$ cat src/rtl/sb_pkg.sv
package sb_pkg;

  typedef enum logic [1:0] {
    OPND_SRC_A = 2'd0,
    OPND_SRC_B = 2'd1,
    OPND_DST   = 2'd2
  } opnd_e;

  localparam int unsigned NUM_OPND = 3;

  // A flag counts as valid if stored valid or being retired this cycle.
  function automatic logic flag_seen(input logic stored, input logic retiring);
    return stored | retiring;
  endfunction

  // Next stored flag: a new claim overrides a retirement on the same register.
  function automatic logic flag_next(input logic cur, input logic claim, input logic retire);
    logic nxt;
    nxt = cur;
    if (retire) nxt = 1'b1;
    if (claim)  nxt = 1'b0;
    return nxt;
  endfunction

  // An operand blocks when it is used and its register is not yet seen valid.
  function automatic logic opnd_blocks(input logic used, input logic seen_valid);
    return used & ~seen_valid;
  endfunction

endpackage

$ cat src/rtl/sb_id_decoder.sv
module sb_id_decoder #(
  parameter int unsigned NUM_REGS  = 32,
  parameter int unsigned ID_W      = $clog2(NUM_REGS),
  parameter bit          SKIP_ZERO = 1'b1
) (
  input  logic                en,
  input  logic [ID_W-1:0]     id,
  output logic [NUM_REGS-1:0] hot
);

  for (genvar i = 0; i < NUM_REGS; i++) begin : g_line
    if (SKIP_ZERO && i == 0) begin : g_fixed
      assign hot[i] = 1'b0;
    end else begin : g_cmp
      assign hot[i] = en && (id == ID_W'(i));
    end
  end

endmodule

$ cat src/rtl/sb_flag_bank.sv
module sb_flag_bank #(
  parameter int unsigned NUM_REGS = 32
) (
  input  logic                clk,
  input  logic                rst_n,
  input  logic [NUM_REGS-1:0] claim_hot,
  input  logic [NUM_REGS-1:0] retire_hot,
  output logic [NUM_REGS-1:0] flags
);
  import sb_pkg::*;

  for (genvar r = 0; r < NUM_REGS; r++) begin : g_flag
    logic flag_q;
    always_ff @(posedge clk or negedge rst_n) begin
      if (!rst_n) flag_q <= 1'b1;
      else        flag_q <= flag_next(flag_q, claim_hot[r], retire_hot[r]);
    end
    assign flags[r] = flag_q;
  end

endmodule

$ cat src/rtl/sb_operand_probe.sv
module sb_operand_probe #(
  parameter int unsigned NUM_REGS = 32,
  parameter int unsigned ID_W     = $clog2(NUM_REGS)
) (
  input  logic [NUM_REGS-1:0] flags,
  input  logic [NUM_REGS-1:0] retire_hot,
  input  logic [ID_W-1:0]     id,
  input  logic                used,
  output logic                blocked
);
  import sb_pkg::*;

  logic seen_valid;

  always_comb begin
    seen_valid = flag_seen(flags[id], retire_hot[id]);
    blocked    = opnd_blocks(used, seen_valid);
  end

endmodule

$ cat src/rtl/reg_interlock_sb.sv
module reg_interlock_sb #(
  parameter int unsigned NUM_REGS       = 32,
  parameter bit          ZERO_REG_FIXED = 1'b1,
  localparam int unsigned ID_W          = $clog2(NUM_REGS)
) (
  input  logic                clk,
  input  logic                rst_n,
  input  logic                of_valid,
  input  logic [ID_W-1:0]     of_src_a,
  input  logic                of_src_a_en,
  input  logic [ID_W-1:0]     of_src_b,
  input  logic                of_src_b_en,
  input  logic [ID_W-1:0]     of_dst,
  input  logic                of_dst_en,
  input  logic                os_wb_en,
  input  logic [ID_W-1:0]     os_wb_id,
  output logic                of_stall,
  output logic [NUM_REGS-1:0] reg_valid
);
  import sb_pkg::*;

  // Named internal events, visible to the bound checker.
  logic                      issue_fire;
  logic                      wb_fire;
  logic [NUM_REGS-1:0]       claim_hot;
  logic [NUM_REGS-1:0]       retire_hot;
  logic [NUM_OPND-1:0]       opnd_blocked;
  logic [ID_W-1:0]           opnd_id  [NUM_OPND];
  logic [NUM_OPND-1:0]       opnd_use;

  assign opnd_id[OPND_SRC_A]  = of_src_a;
  assign opnd_id[OPND_SRC_B]  = of_src_b;
  assign opnd_id[OPND_DST]    = of_dst;
  assign opnd_use[OPND_SRC_A] = of_src_a_en;
  assign opnd_use[OPND_SRC_B] = of_src_b_en;
  assign opnd_use[OPND_DST]   = of_dst_en;

  assign wb_fire = os_wb_en;

  sb_id_decoder #(
    .NUM_REGS (NUM_REGS),
    .ID_W     (ID_W),
    .SKIP_ZERO(ZERO_REG_FIXED)
  ) u_retire_dec (
    .en (wb_fire),
    .id (os_wb_id),
    .hot(retire_hot)
  );

  for (genvar k = 0; k < NUM_OPND; k++) begin : g_probe
    sb_operand_probe #(
      .NUM_REGS(NUM_REGS),
      .ID_W    (ID_W)
    ) u_probe (
      .flags     (reg_valid),
      .retire_hot(retire_hot),
      .id        (opnd_id[k]),
      .used      (opnd_use[k]),
      .blocked   (opnd_blocked[k])
    );
  end

  assign of_stall   = of_valid && (|opnd_blocked);
  assign issue_fire = of_valid && !of_stall && of_dst_en;

  sb_id_decoder #(
    .NUM_REGS (NUM_REGS),
    .ID_W     (ID_W),
    .SKIP_ZERO(ZERO_REG_FIXED)
  ) u_claim_dec (
    .en (issue_fire),
    .id (of_dst),
    .hot(claim_hot)
  );

  sb_flag_bank #(
    .NUM_REGS(NUM_REGS)
  ) u_bank (
    .clk       (clk),
    .rst_n     (rst_n),
    .claim_hot (claim_hot),
    .retire_hot(retire_hot),
    .flags     (reg_valid)
  );

endmodule

$ cat config.mk
export PLATFORM = sky130hd
export DESIGN_NAME = reg_interlock_sb
export DESIGN_NICKNAME = d
export VERILOG_FILES = /design/src/rtl/sb_pkg.sv /design/src/rtl/sb_id_decoder.sv /design/src/rtl/sb_flag_bank.sv /design/src/rtl/sb_operand_probe.sv /design/src/rtl/reg_interlock_sb.sv
export SDC_FILE = /design/constraint.sdc
export NUM_CORES = 1
export LEC_CHECK = 0
export CORE_MARGIN = 1
export CORE_UTILIZATION = 54
export CTS_BUF_LIST = sky130_fd_sc_hd__clkbuf_4
export DETAILED_ROUTE_END_ITERATION = 8
export PLACE_DENSITY = 0.79
export SLEW_MARGIN = 25
export SYNTH_ARGS = -nofsm -noshare
export SYNTH_HDL_FRONTEND = slang
export SYNTH_SLANG_ARGS = --single-unit
$ cat constraint.sdc
create_clock -name clk -period 3.51 [get_ports clk]
set_clock_uncertainty 0.15 [all_clocks]
set_input_delay 0.8775 -clock clk [delete_from_list [all_inputs] [get_ports clk]]
set_output_delay 0.8775 -clock clk [all_outputs]
set_load 0.005 [all_outputs]
==> flow_summary.json <==
{
  "final_common_cell": "buf_4",
  "final-seq-area_um2": 814.5,
  "die_area_mm2": 0.005989,
  "drive_gt1_share_pct": 56.75,
  "critPathMaxStageDelay_ps": 290,
  "die_w_um": 77.39,
  "cp_data_arrival_time_ps": 2610,
  "ant_nets": 0,
  "ios": 60,
  "wire_per_inst_um": 24.31,
  "synth_edf_count": 0,
  "synth_area_per_cell_um2": 9.473,
  "drv_slew": 0,
  "drc_errors": 0,
  "synth_fp_nets": 351,
  "p_leak_nw": 1.980,
  "post-place-ws_ps": -1101,
  "design_area_mm2": 0.004771,
  "dr.pass1.iters": 6,
  "required_ps": 2480,
  "postSynthCellCount": 324,
  "worstPathMaxFanout": 5,
  "multi_input_area_mm2": 0.002122,
  "yosysSeqAreaShare_pct": 26.54,
  "reg2reg_slack_ps": 420,
  "synth_ff_type": "dfstp_2",
  "place.gp.congestion": 0.9700,
  "core_mm2": 0.005507,
  "vias": 3701,
  "diodes": 0,
  "max_cap_viol_count": 0,
  "slew_headroom_pct": 44.74,
  "crit_chain": "dlygate4sd2_1 > buf_4 > mux4_2 > mux2i_1 > o311ai_2 > a32oi_2 > nor2_2 > a21boi_1 > buf_2",
  "rsz0062_at_grt": "yes",
  "cts_hold_buffers": 0,
  "grt_start_max_net_pins": 32,
  "syn-cell-area_mm2": 0.003069,
  "yosysWarnings": 0,
  "cts.htree.levels": 2,
  "endpoint_kind": "output pin",
  "fin_crit_sh_pct": 103.6,
  "hpwl_mm": 8.415,
  "rows": 27,
  "finalHoldViolCount": 0,
  "final_cell_mix": "buf_4, a21oi_1, clkdlybuf4s50_1, dfstp_2, buf_6",
  "clkTransAtPathRegs_ps": 100,
  "largest_reg_flops": 31,
  "start_kind": "primary input",
  "grt_pass1_wl_mm": 19.38,
  "p_per_area_mw_per_mm2": 384.8,
  "die_h_um": 77.39,
  "vias_per_cell": 6.866,
  "max_freq_mhz": 275.0,
  "placed_area_mm2": 0.004104,
  "grt_pass1_vias": 3590,
  "first_iter_violations": 414,
  "grtUsageTotal_pct": 43.13,
  "top_regs": "u_bank.g_flag.flag_q: 31 flops",
  "synth_cell_types": 67,
  "clk_latency_ps": 340,
  "hold_class": "flip-flop to flip-flop",
  "worstMarginPinSlew_ps": 821.3,
  "io_buffer_count": 58,
  "fillers": 297,
  "synthArstFlopShare_pct": 100.0,
  "period_minus_slack_ps": 3637,
  "ys_ff_latch": 31,
  "setup_slack_ps": -126.8,
  "crit_slowest_cell": "mux4_2",
  "final_nets": 494,
  "gr-total-overflow": 0,
  "setup_viol": 1,
  "worstSetupPathType": "primary input to output pin",
  "antenna_found_initial": 0,
  "power_mw": 1.836,
  "status": "finished with violations",
  "cts_buffers": 5,
  "fin_util_pct": 86.64,
  "wl_mm": 13.10,
  "clock_path_buffers": 2,
  "start_util_pct": 55.74,
  "root_buffer": "clkbuf_4",
  "hold_slack_ps": 418.0,
  "cts_sinks": 31,
  "regMostFlops": "u_bank.g_flag.flag_q",
  "cts_tree": "built",
  "irDropWorstVdd_uv": 485.7,
  "area_growth_pct": 55.44,
  "violations": "negative setup slack"
}
==> logic make-up (layout without fill, tap and decap cells) <==
kind of cell | after synthesis | in the layout | share of synthesized area, %
xor+xnor | 10 | 10 | 3.343
buf+inv | 63 | 206 | 13.66
other cells | 1 | 1 | 0.1222
compound gates | 109 | 109 | 23.48
flops | 31 | 31 | 26.54
mux | 30 | 30 | 16.92
simple gates | 80 | 80 | 15.94
==> timing repair <==
item / CTS / global route
buffers inserted: 32 / 6
gates resized for setup: 130 / 36
setup endpoints to repair: 1 / 3
hold endpoints to repair: 0 / 0
pin swaps: 24 / 28
gates cloned: 2 / 0
==> worst max-delay path: cells and delay by family <==
kind | cells | cell delay (ps)
mux | 2 | 540
simple gates | 1 | 90
buf+inv | 3 | 550
compound gates | 3 | 560
==> cells in the mapped netlist, types with 4 or more instances <==
library cell	instances	area share, %
xnor2_1	8	2.3
o21ai_0	4	0.65
clkbuf_1	8	0.98
dfstp_2	31	27
nor3_1	8	1.3
nor2_1	15	1.8
mux4_1	8	6.8
buf_2	7	1.1
a21oi_1	49	8.0
buf_4	34	8.3
mux2i_1	14	4.6
a41oi_1	4	1.1
nor2b_1	11	2.2
mux4_2	7	5.1
a31oi_1	16	3.3
buf_6	6	2.2
nand2b_1	5	1.0
nand3_1	8	1.3
nand2_1	10	1.2
inv_1	6	0.73
==> path summary, 6_finish.rpt <==
| path | start | endpoint | cells past startpoint |
|---|---|---|---|
| setup / recovery | of_src_a[2] | of_stall | 9 |
| hold / removal | u_bank.g_flag[22].flag_q | u_bank.g_flag[22].flag_q | 2 |
| setup reg to reg | u_bank.g_flag[6].flag_q | u_bank.g_flag[28].flag_q | 14 |
| hold reg to reg | u_bank.g_flag[22].flag_q | u_bank.g_flag[22].flag_q | 2 |
| max in group asynchronous | rst_n | u_bank.g_flag[2].flag_q | 2 |
| min in group asynchronous | rst_n | u_bank.g_flag[4].flag_q | 2 |
==> layer usage <==
layer	GRT usage, %	part of all wire, %	vias up	wire (um)
met4	22.45	7.5	0	980
met2	72.57	46	330	6074
li1	-	-	1503	-
met5	0	0	-	0
met3	4.941	11	105	1423
met1	54.44	35	1763	4623
==> metrics by stage <==
stage | TNS (ps) | std cells
2_1_floorplan | 0 | 324
3_3_place_gp | -6954 | 495
3_5_place_dp | -7687 | 495
4_1_cts | -36.94 | 535
5_1_grt | -168.3 | 539
6_report | -126.8 | 539
==> area by class of cell <==
class / instances / area share [%]
repair buffers: 193 / 35.12
clock buffers: 5 / 0.7868
multi-input cells: 230 / 44.48
clock inverters: 2 / 0.1836
inverters: 6 / 0.4721
well taps: 72 / 1.888
flip-flops and latches: 31 / 17.07
==> power by group <==
part           switching, mW  internal [mW]  total (mW)
Combinational          0.401          0.562       0.962
Clock                  0.123         0.0708       0.194
Sequential             0.163          0.517       0.679
Total                  0.687           1.15        1.84
Power figures use the tool's default switching activity.
